## src/rtl/pfmt_pkg.sv

```systemverilog
package pfmt_pkg;
    localparam logic [1:0] BUS_16 = 2'd0;
    localparam logic [1:0] BUS_8  = 2'd1;
    localparam logic [1:0] BUS_18 = 2'd2;
    localparam logic [1:0] BUS_24 = 2'd3;

    localparam logic [1:0] WL_16 = 2'd0;
    localparam logic [1:0] WL_32 = 2'd3;

    typedef enum logic [1:0] {
        ST_LOW   = 2'd0,
        ST_HIGH  = 2'd1,
        ST_FAULT = 2'd2
    } fmt_state_e;
endpackage

```

## src/rtl/pfmt_word_fifo.sv

```systemverilog
module pfmt_word_fifo #(
    parameter int WORD_W = 32,
    parameter int DEPTH  = 4
) (
    input  logic              clk,
    input  logic              rst_n,
    input  logic              clear,
    input  logic              push,
    input  logic [WORD_W-1:0] push_data,
    input  logic              pop,
    output logic [WORD_W-1:0] head,
    output logic              empty,
    output logic              full
);
    localparam int AW = (DEPTH > 1) ? $clog2(DEPTH) : 1;
    localparam int CW = $clog2(DEPTH + 1);

    logic [WORD_W-1:0] mem [DEPTH];
    logic [AW-1:0]     wr_ptr, rd_ptr;
    logic [CW-1:0]     count;
    logic              do_push, do_pop;

    assign empty   = (count == '0);
    assign full    = (count == CW'(DEPTH));
    assign do_push = push && !full && !clear;
    assign do_pop  = pop && !empty && !clear;
    assign head    = mem[rd_ptr];

    function automatic logic [AW-1:0] bump(input logic [AW-1:0] p);
        return (p == AW'(DEPTH - 1)) ? '0 : p + 1'b1;
    endfunction

    always_ff @(posedge clk) begin
        if (do_push) mem[wr_ptr] <= push_data;
    end

    always_ff @(posedge clk or negedge rst_n) begin
        if (!rst_n) begin
            wr_ptr <= '0;
            rd_ptr <= '0;
            count  <= '0;
        end else if (clear) begin
            wr_ptr <= '0;
            rd_ptr <= '0;
            count  <= '0;
        end else begin
            if (do_push) wr_ptr <= bump(wr_ptr);
            if (do_pop)  rd_ptr <= bump(rd_ptr);
            count <= count + CW'(do_push) - CW'(do_pop);
        end
    end

    p_count_bound_r2: assert property (@(posedge clk) disable iff (!rst_n)
        count <= CW'(DEPTH));
    p_full_holds_r2: assert property (@(posedge clk) disable iff (!rst_n)
        (full && !pop && !clear) |=> full);
    p_clear_empties_r10: assert property (@(posedge clk) disable iff (!rst_n)
        clear |=> empty);
endmodule

```

## src/rtl/pfmt_pixel_map.sv

```systemverilog
module pfmt_pixel_map
    import pfmt_pkg::*;
#(
    parameter int WORD_W = 32,
    parameter int PAN_W  = 24
) (
    input  logic [WORD_W-1:0]   word,
    input  logic [WORD_W/8-1:0] byte_mask,
    input  logic                sel_high,
    input  logic                wide_word,
    input  logic [1:0]          bus_code,
    input  logic                narrow,
    output logic [PAN_W-1:0]    pix
);
    localparam int BYTES = WORD_W / 8;

    logic [WORD_W-1:0] masked;
    logic [15:0]       half;
    logic [4:0]        r5, b5;
    logic [5:0]        g6;
    logic [7:0]        r8, g8, b8;
    logic [23:0]       v24;

    for (genvar i = 0; i < BYTES; i++) begin : g_mask
        assign masked[8*i +: 8] = byte_mask[i] ? word[8*i +: 8] : 8'h00;
    end

    assign half = sel_high ? masked[31:16] : masked[15:0];
    assign r5   = half[15:11];
    assign g6   = half[10:5];
    assign b5   = half[4:0];
    assign r8   = masked[23:16];
    assign g8   = masked[15:8];
    assign b8   = masked[7:0];

    always_comb begin
        v24 = '0;
        if (!wide_word) begin
            unique case (bus_code)
                BUS_18:  v24 = {6'd0, r5, r5[4], g6, b5, b5[4]};
                BUS_24:  v24 = {r5, r5[4:2], g6, g6[5:4], b5, b5[4:2]};
                default: v24 = {8'd0, half};
            endcase
        end else if (narrow || bus_code == BUS_18) begin
            v24 = {6'd0, r8[7:2], g8[7:2], b8[7:2]};
        end else if (bus_code == BUS_24) begin
            v24 = {r8, g8, b8};
        end else begin
            v24 = {8'd0, r8[7:3], g8[7:2], b8[7:3]};
        end
    end

    assign pix = PAN_W'(v24);
endmodule

```

## src/rtl/pfmt_seq.sv

```systemverilog
module pfmt_seq
    import pfmt_pkg::*;
#(
    parameter int PAN_W = 24
) (
    input  logic             clk,
    input  logic             rst_n,
    input  logic             clear,
    input  logic             pix_en,
    input  logic             bad_cfg,
    input  logic             wide_word,
    input  logic             fifo_empty,
    input  logic [PAN_W-1:0] mapped,
    output logic             pop,
    output logic             sel_high,
    output logic [PAN_W-1:0] pan_data,
    output logic             underflow,
    output logic             cfg_error
);
    fmt_state_e state_q, state_d;
    logic       fed;

    assign fed       = pix_en && !fifo_empty && !bad_cfg && !clear;
    assign sel_high  = (state_q == ST_HIGH) && !wide_word;
    assign cfg_error = (state_q == ST_FAULT);

    always_comb begin
        state_d = state_q;
        pop     = 1'b0;
        unique case (state_q)
            ST_LOW: begin
                if (bad_cfg) state_d = ST_FAULT;
                else if (fed) begin
                    if (wide_word) pop = 1'b1;
                    else state_d = ST_HIGH;
                end
            end
            ST_HIGH: begin
                if (bad_cfg) state_d = ST_FAULT;
                else if (fed) begin
                    pop     = 1'b1;
                    state_d = ST_LOW;
                end
            end
            ST_FAULT: begin
                if (!bad_cfg) state_d = ST_LOW;
            end
            default: state_d = ST_LOW;
        endcase
    end

    always_ff @(posedge clk or negedge rst_n) begin
        if (!rst_n)     state_q <= ST_LOW;
        else if (clear) state_q <= bad_cfg ? ST_FAULT : ST_LOW;
        else            state_q <= state_d;
    end

    always_ff @(posedge clk or negedge rst_n) begin
        if (!rst_n) begin
            pan_data  <= '0;
            underflow <= 1'b0;
        end else begin
            if (pix_en) begin
                if (fed && state_q != ST_FAULT) pan_data <= mapped;
                else                           pan_data <= '0;
            end
            if (clear) underflow <= 1'b0;
            else if (pix_en && fifo_empty && !bad_cfg && state_q != ST_FAULT)
                underflow <= 1'b1;
        end
    end

    p_pop_has_data_r2: assert property (@(posedge clk) disable iff (!rst_n)
        pop |-> !fifo_empty);
    p_fault_blanks_r11: assert property (@(posedge clk) disable iff (!rst_n)
        (cfg_error && pix_en) |=> (pan_data == '0));
    p_underflow_sticky_r9: assert property (@(posedge clk) disable iff (!rst_n)
        (underflow && !clear) |=> underflow);
    p_hold_r8: assert property (@(posedge clk) disable iff (!rst_n)
        !pix_en |=> $stable(pan_data));
    p_high_pops_r3: assert property (@(posedge clk) disable iff (!rst_n)
        (state_q == ST_HIGH && fed) |-> pop);
endmodule

```

## src/rtl/pixel_bus_formatter.sv

```systemverilog
module pixel_bus_formatter
    import pfmt_pkg::*;
#(
    parameter int WORD_W = 32,
    parameter int PAN_W  = 24,
    parameter int DEPTH  = 4
) (
    input  logic                clk,
    input  logic                rst_n,
    input  logic [1:0]          cfg_bus_width,
    input  logic [1:0]          cfg_word_len,
    input  logic                cfg_narrow,
    input  logic [WORD_W/8-1:0] cfg_byte_mask,
    input  logic                fifo_clear,
    input  logic                in_valid,
    input  logic [WORD_W-1:0]   in_data,
    output logic                in_ready,
    input  logic                pix_en,
    output logic [PAN_W-1:0]    pan_data,
    output logic                underflow,
    output logic                cfg_error
);
    logic [WORD_W-1:0] head;
    logic              empty, full, pop, sel_high, bad_cfg, wide_word;
    logic [PAN_W-1:0]  mapped;

    assign wide_word = (cfg_word_len == WL_32);
    assign bad_cfg   = (cfg_bus_width == BUS_8) ||
                       (cfg_word_len != WL_16 && cfg_word_len != WL_32);
    assign in_ready  = !full && !fifo_clear;

    pfmt_word_fifo #(.WORD_W(WORD_W), .DEPTH(DEPTH)) u_fifo (
        .clk(clk), .rst_n(rst_n), .clear(fifo_clear),
        .push(in_valid && in_ready), .push_data(in_data), .pop(pop),
        .head(head), .empty(empty), .full(full)
    );

    pfmt_pixel_map #(.WORD_W(WORD_W), .PAN_W(PAN_W)) u_map (
        .word(head), .byte_mask(cfg_byte_mask), .sel_high(sel_high),
        .wide_word(wide_word), .bus_code(cfg_bus_width),
        .narrow(cfg_narrow), .pix(mapped)
    );

    pfmt_seq #(.PAN_W(PAN_W)) u_seq (
        .clk(clk), .rst_n(rst_n), .clear(fifo_clear), .pix_en(pix_en),
        .bad_cfg(bad_cfg), .wide_word(wide_word), .fifo_empty(empty),
        .mapped(mapped), .pop(pop), .sel_high(sel_high),
        .pan_data(pan_data), .underflow(underflow), .cfg_error(cfg_error)
    );

    p_ready_low_when_full_r2: assert property (@(posedge clk) disable iff (!rst_n)
        full |-> !in_ready);
endmodule

```

## config.mk

```make
export PLATFORM = sky130hd
export DESIGN_NAME = pixel_bus_formatter
export DESIGN_NICKNAME = d
export VERILOG_FILES = /design/src/rtl/pfmt_pkg.sv /design/src/rtl/pfmt_word_fifo.sv /design/src/rtl/pfmt_pixel_map.sv /design/src/rtl/pfmt_seq.sv /design/src/rtl/pixel_bus_formatter.sv
export SDC_FILE = /design/constraint.sdc
export NUM_CORES = 1
export LEC_CHECK = 0
export ABC_AREA = 0
export BUFFER_PORTS_ARGS = -buffer_cell sky130_fd_sc_hd__buf_2
export CAP_MARGIN = 20
export CORE_ASPECT_RATIO = 1.1
export CORE_MARGIN = 2
export CORE_UTILIZATION = 33
export DETAILED_ROUTE_END_ITERATION = 10
export HOLD_SLACK_MARGIN = 0.03
export PLACE_DENSITY = 0.57
export SLEW_MARGIN = 20
export SYNTH_ARGS = -nofsm -noshare
export SYNTH_HDL_FRONTEND = slang
export SYNTH_SLANG_ARGS = --single-unit
```

## constraint.sdc

```tcl
create_clock -name clk -period 6.43 [get_ports clk]
set_input_delay 0.3215 -clock clk [delete_from_list [all_inputs] [get_ports clk]]
set_output_delay 0.3215 -clock clk [all_outputs]
set_load 0.02 [all_outputs]
```

==> impl_metrics.ini, run 1 <==
[sta]
period_minus_slack_ps = 2839
rsz0062_at_grt = false
post-route-period-util = 0.4415
setup_viol = 0
hold_violations = 0
relSlewSlack = 0.3736
worstMarginPinSlew_ps = 937.6
drv_slew = 0
setup-tns-final_ps = 0
fin_skew_ps = 7.133
fmax_mhz = 352.2
holdWs_ps = 105.8

[floorplanning]
dieArea_sq_um = 24310
rows = 58
die_h_um = 163.3
die_x_um = 148.8
io_pins = 73
fp.coreArea_sq_um = 22790
start_util = 0.3342

[pwr]
p_switching_uw = 558.1
cellPowerDensity_nw_per_um2 = 268.4
swShare = 0.2363
irDropWorstVdd_v = 0.0001641
intPower_uw = 1803
pwr-share-comb = 0.082
pwr-share-clk = 0.420
p_seq_frac = 0.498
power.leakage_uw = 0.003101

[clock_tree]
clock_sinks = 162
ctsLongestPathBuffers = 2
cts_resized = 0
root_buffer = clkbuf_16
cts_hold_buf = 1
cts_buffers = 17
cts_setup_buffers = 0
clkLatencyLatePin_ps = 430
cts_tree = built
path_clk_slew_ps = 60
h-tree-depth = 4

[synthesis]
synth.net_count = 585
yosysTopAreaCellShare = 0.5048
netlist_area_sq_um = 7615
synth.most_common_cell = edfxtp_1
synthTopCellsByCount = edfxtp_1 (128), mux2i_1 (37), dfrtp_1 (34)
synth_area_per_cell_sq_um = 14.37
netlist_instances = 530
synth_ff_type = edfxtp_1
synth_edf_count = 128
synth_top_area_cell = edfxtp_1
synth-warning-count = 0
synth_seq_area_share = 0.6165
yosys_register_bits = 162
synth_area_leaders = edfxtp_1 (50%), dfrtp_1 (11%), mux2i_1 (4.9%), mux4_2 (3.3%), mux4_1 (2.4%)
async_reset_ff_frac = 0.2099
synth.distinct_cells = 75

[worst_setup_path]
r2r_start = u_fifo.rd_ptr[1]
rr_worst_depth = 6
r2r_end = u_seq.pan_data[1]
endpoint_kind = flop
critPathMaxFanout = 31
r2r_setup_slack_ps = 3590
crit_type = reg2reg
cp_data_arrival_time_ps = 3140
cp-start-kind = flop
cp.required_ps = 6730
startpoint = u_fifo.rd_ptr[1]

[global_routing]
grt_pass1_vias = 4970
grt_start_max_net_pins = 36
grt.total_usage = 0.1706
antenna_found_initial = 6
grt.overflow.total = 0
grt_pass1_wl_um = 30790

[flow_run]
drv_cap = 0

[cells_and_area]
drive_above_1_share = 0.2295
final_nets = 652
syn_to_final_growth_pct = 15.53
fillers = 2164

[route]
drtIter0Drc = 454
num_vias = 4997
drc = 0
vias_per_cell = 5.467
ant_nets = 0
totalWireLength_um = 19860
routedWlPerCell_um = 21.72
drtPass1Iterations = 4

[run_status]
outcome = complete, no violations

[min_path]
hold_path.class = in2reg
hold_path_end = u_fifo.mem[1][14]
min_delay_path_depth = 1
min_from = in_data[14]

[placed_design]
place_hpwl_um = 14000
port_buffers = 72
gp_congestion = 0.8861
[cells in the final DEF (no fill, tap or decap), types with 5 or more instances in the layout]
cell / Yosys / routed
o2bb2ai_1: 10 / 10
o31ai_1: 6 / 6
mux4_1: 7 / 7
nand3_1: 5 / 5
mux2_2: 8 / 8
a2bb2oi_1: 6 / 6
edfxtp_1: 128 / 128
buf_2: 4 / 72
nor2_1: 29 / 29
nor2b_1: 6 / 6
o22a_1: 10 / 10
a21oi_1: 17 / 17
inv_1: 15 / 15
dfrtp_1: 34 / 33
mux2i_1: 37 / 37
a22oi_1: 5 / 5
o22ai_1: 15 / 15
clkbuf_16: 0 / 17
and3_1: 5 / 5
nor3_1: 7 / 7
nand2_1: 26 / 26
o21ai_0: 13 / 13
ha_1: 8 / 8
mux4_2: 11 / 11
nand2b_1: 8 / 8
a22o_1: 6 / 6
buf_4: 13 / 7
[cell type report]
cell class / instances / area [sq um] / share of cell area
sequential: 162 / 4696 / 0.5338
multi-input combinational: 320 / 2653 / 0.3015
clock buffer: 17 / 425.4 / 0.04836
timing repair buffer: 80 / 422.9 / 0.04807
tap: 300 / 375.4 / 0.04267
clock inverter: 15 / 155.1 / 0.01764
inverter: 16 / 60.06 / 0.006827
antenna: 4 / 10.01 / 0.001138
[how the worst max path moves through the flow]
stage | cells past startpoint | to | slack, ps
after floorplan | 10 | u_fifo.count[2] | 3810
after global placement | 11 | u_fifo.count[2] | 3490
after detailed placement | 11 | u_fifo.count[2] | 3500
after CTS | 6 | u_seq.pan_data[1] | 3580
after global routing | 6 | u_seq.pan_data[4] | 3370
final | 6 | u_seq.pan_data[1] | 3590
[critical path, cell delays in order (launching register included)]
cell and delay (ps):
dfrtp_2 850, buf_4 500, mux2i_1 240, o22a_1 320, o21ai_1 210, a222oi_1 440
a2bb2oi_1 110
[kinds of logic (layout without fill, tap and decap cells)]
kind of cell    Yosys count  after routing  synth area share
flops                   162            162            0.6165
fa+ha+maj                 9              9           0.01577
xor+xnor                  2              2          0.002301
compound gates          145            145            0.1454
mux                      63             63            0.1172
buf+inv                  48            128           0.03516
other cells               0              4                 0
simple gates            101            101           0.06770
[stage by stage]
stage               total power, uW  utilization  cell area (sq um)  setup slack [ps]  cells
CTS                            2382       0.3856               8787              3577    910
global route                   2450       0.3858               8792              3375    912
finish                         2362       0.3861               8797              3591    914
floorplan                      1311            -               7615              3815    530
detailed placement             1390       0.3597               8197              3499    877
global placement               1388       0.3597               8197              3491    877
[power groups by stage]
stage	clock (uW)	sequential [uW]	combinational, uW
final	992	1180	194
after global routing	1060	1180	212
after CTS	1010	1180	194
after detailed placement	0	1200	192
after global placement	0	1200	191
after floorplan	0	1200	113
[sequential cells by signal, indices dropped and copies added, names as in the netlist]
signal,count
u_fifo.count,3
u_fifo.mem,128
u_fifo.rd_ptr,2
u_fifo.wr_ptr,2
u_seq.pan_data,24
u_seq.state_q,2
u_seq.underflow,1
[layer usage]
layer  GRT usage  up-vias  routed length (um)
li1            -     2282                   -
met1      0.2318     2506                8664
met2      0.2673      179                9442
met3     0.04106       26                1319
met4     0.06190        4                 403
met5           0        -                  26
No activity file was read; power rests on OpenSTA's default activity.
==> inputs of run 2 (changes only) <==
--- a/config.mk
+++ b/config.mk
@@ -5,7 +5,7 @@
 export SDC_FILE = /design/constraint.sdc
 export NUM_CORES = 1
 export LEC_CHECK = 0
-export ABC_AREA = 0
+export ABC_AREA = 1
 export BUFFER_PORTS_ARGS = -buffer_cell sky130_fd_sc_hd__buf_2
 export CAP_MARGIN = 20
 export CORE_ASPECT_RATIO = 1.1
@@ -13,7 +13,7 @@
 export CORE_UTILIZATION = 33
 export DETAILED_ROUTE_END_ITERATION = 10
 export HOLD_SLACK_MARGIN = 0.03
-export PLACE_DENSITY = 0.57
+export PLACE_DENSITY = 0.56
 export SLEW_MARGIN = 20
 export SYNTH_ARGS = -nofsm -noshare
 export SYNTH_HDL_FRONTEND = slang
==> constraint.sdc (replaced) <==
create_clock -name clk -period 2.8 [get_ports clk]
set_input_delay 0.14 -clock clk [delete_from_list [all_inputs] [get_ports clk]]
set_output_delay 0.14 -clock clk [all_outputs]
set_load 0.02 [all_outputs]
==> run 2 against run 1 <==
Effect of this change: first-iteration DRC count is 26% higher; clock power is 140% higher; largest power group unchanged; utilization is 1.6 points higher; flip-flop and latch count stayed put.
==> impl_metrics.ini, run 2 <==
[run_status]
outcome = complete, no violations

[synthesis]
synth.net_count = 949
async_reset_ff_frac = 0.2099
synth_ff_type = edfxtp_1
synth_area_leaders = edfxtp_1 (48%), nand2_1 (15%), dfrtp_1 (11%), nand3_1 (8.1%), inv_1 (4.3%)
netlist_instances = 894
synth-warning-count = 0
yosys-mux-area-fraction = 0
synth.distinct_cells = 38
synth_top_family_by_area = simple AND/OR/NAND/NOR gates
synthTopCellsByCount = nand2_1 (328), nand3_1 (131), edfxtp_1 (128)
yosys_register_bits = 162
netlist_area_sq_um = 8058
synthXorXnorAreaFrac = 0.002174
synth_fa_ha_area_frac = 0.01491
synth_area_per_cell_sq_um = 9.013
synth_edf_count = 128
synth_top_area_cell = edfxtp_1
yosysTopAreaCellShare = 0.4770
synth_seq_area_share = 0.5826
synth.most_common_cell = nand2_1
synthSimpleGateAreaFrac = 0.2776
synth_compound_area_frac = 0.04332

[route]
vias_per_cell = 4.678
num_vias = 6109
drtIter0Drc = 573
totalWireLength_um = 19640
routedWlPerCell_um = 15.04
drc = 0
drtPass1Iterations = 6
ant_nets = 0

[min_path]
hold_path_end = u_seq.state_q[1]
hold_path.class = in2reg
min_from = cfg_bus_width[1]
min_delay_path_depth = 3

[worst_setup_path]
cp.required_ps = 3110
crit_type = reg2reg
critPathMaxFanout = 4
rr_worst_depth = 13
r2r_setup_slack_ps = 610
cp-start-kind = flop
endpoint_kind = flop
r2r_end = u_fifo.count[2]
cp_data_arrival_time_ps = 2500
r2r_start = u_fifo.count[1]

[clock_tree]
cts_resized = 0
clock_sinks = 162
ctsLongestPathBuffers = 2
cts_tree = built
h-tree-depth = 4
cts_buffers = 17
clkLatencyLatePin_ps = 430
root_buffer = clkbuf_16
path_clk_slew_ps = 70

[sta]
drv_slew = 0
rsz0062_at_grt = false
worstMarginPinSlew_ps = 793.7
setup_viol = 0
period_minus_slack_ps = 2186
post-route-period-util = 0.7809
relSlewSlack = 0.4709
fmax_mhz = 457.4
fin_skew_ps = 10.60
hold_violations = 0

[cells_and_area]
multi_input_area_sq_um = 2734
final_nets = 1042
drive_above_1_share = 0.1530
largest_reg_flops = 128
final_common_cell = nand2_1
syn_to_final_growth_pct = 18.94
top_register = u_fifo.mem
top_regs = u_fifo.mem (128), u_seq.pan_data (24), u_fifo.count (3)
regArea_sq_um = 4696
fin_cells = 1306
fin_util = 0.4020
layout_common_cells = nand2_1 (328), nand3_1 (131), edfxtp_1 (128)
fillers = 2387

[floorplanning]
rows = 59
die_h_um = 167.9
fp.coreArea_sq_um = 23840
start_util = 0.3379
io_pins = 73
die_x_um = 153.0
dieArea_sq_um = 25680

[global_routing]
grt_start_max_net_pins = 69
grt.total_usage = 0.1573
grt_pass1_wl_um = 31680
grt_pass1_vias = 5886
grt.overflow.total = 0
antenna_found_initial = 1

[placed_design]
gp_congestion = 0.8809
port_buffers = 72
placedCellCount = 1239
place_hpwl_um = 12900

[pwr]
cellPowerDensity_nw_per_um2 = 617.3
p_switching_uw = 1557
pwr-share-clk = 0.401
p_seq_frac = 0.478
irDropWorstVdd_v = 0.0003214
pwr-share-comb = 0.121
swShare = 0.2632
power.leakage_uw = 0.004366
intPower_uw = 4359

[flow_run]
drv_cap = 0
-- run 2: repair_timing --
item / in CTS / in global routing
endpoints found under the hold margin: 166 / 0
setup buffers: 0 / 0
hold buffers: 34 / 0
-- run 2: per-layer routing --
| metal | share of wire | up-vias | GRT usage |
|---|---|---|---|
| li1 | - | 3104 | - |
| met3 | 0.046 | 28 | 0.02909 |
| met1 | 0.46 | 2815 | 0.2082 |
| met2 | 0.47 | 162 | 0.2603 |
| met5 | 0 | - | 0 |
| met4 | 0.021 | 0 | 0.05515 |
-- run 2: layout make-up --
| cell class | instances | area share |
|---|---|---|
| inverter | 100 | 0.03969 |
| timing repair buffer | 116 | 0.08225 |
| clock inverter | 14 | 0.01802 |
| clock buffer | 18 | 0.04478 |
| tap | 305 | 0.03982 |
| sequential | 162 | 0.4899 |
| antenna | 1 | 0.0002611 |
| multi-input combinational | 590 | 0.2852 |
-- run 2: logic make-up (layout without fill, tap and decap cells) --
family          count (synthesis)  count (layout)
simple gates                  519             519
flops                         162             162
buf+inv                       142             248
compound gates                 60              60
fa+ha+maj                       9               9
xor+xnor                        2               2
other cells                     0               1
-- run 2: power groups by stage --
stage               logic, uW  clock network [uW]  registers [uW]
floorplan                 437                   0            2890
global placement          682                   0            2880
detailed placement        685                   0            2880
CTS                       724                2410            2830
global route              807                2530            2850
finish                    714                2370            2830
-- run 2: how the worst max path moves through the flow --
stage | start | to | slack, ps | depth (start not counted)
after floorplan | u_fifo.count[1] | u_fifo.mem[0][0] | -110 | 4
after global placement | cfg_word_len[0] | u_fifo.count[2] | 400 | 13
after detailed placement | cfg_word_len[0] | u_fifo.count[2] | 360 | 13
after CTS | u_fifo.count[1] | u_fifo.count[2] | 610 | 13
after global routing | u_fifo.count[1] | u_fifo.count[2] | 410 | 13
final | u_fifo.count[1] | u_fifo.count[2] | 610 | 13
-- run 2: worst max-delay path, stage by stage (launching register included) --
cell	delay (ps)
dfrtp_1	440
nor2_1	130
nand2_1	70
nand2_1	120
a21oi_1	60
nand2_1	100
inv_1	80
ha_1	270
inv_1	50
ha_1	130
inv_1	50
fa_1	370
xor2_1	160
nor2_1	50
-- run 2: stage by stage --
step	instance area (sq um)	worst slack, ps	setup TNS, ps	total power (uW)	hold WS [ps]
CTS	9582	609.8	0	5970	62.38
floorplan	8058	-114.8	-14690	3324	-155.6
global placement	8640	398.1	0	3560	282.4
finish	9584	613.6	0	5916	69.41
detailed placement	8640	359.8	0	3567	277.7
global route	9584	407.0	0	6181	81.33
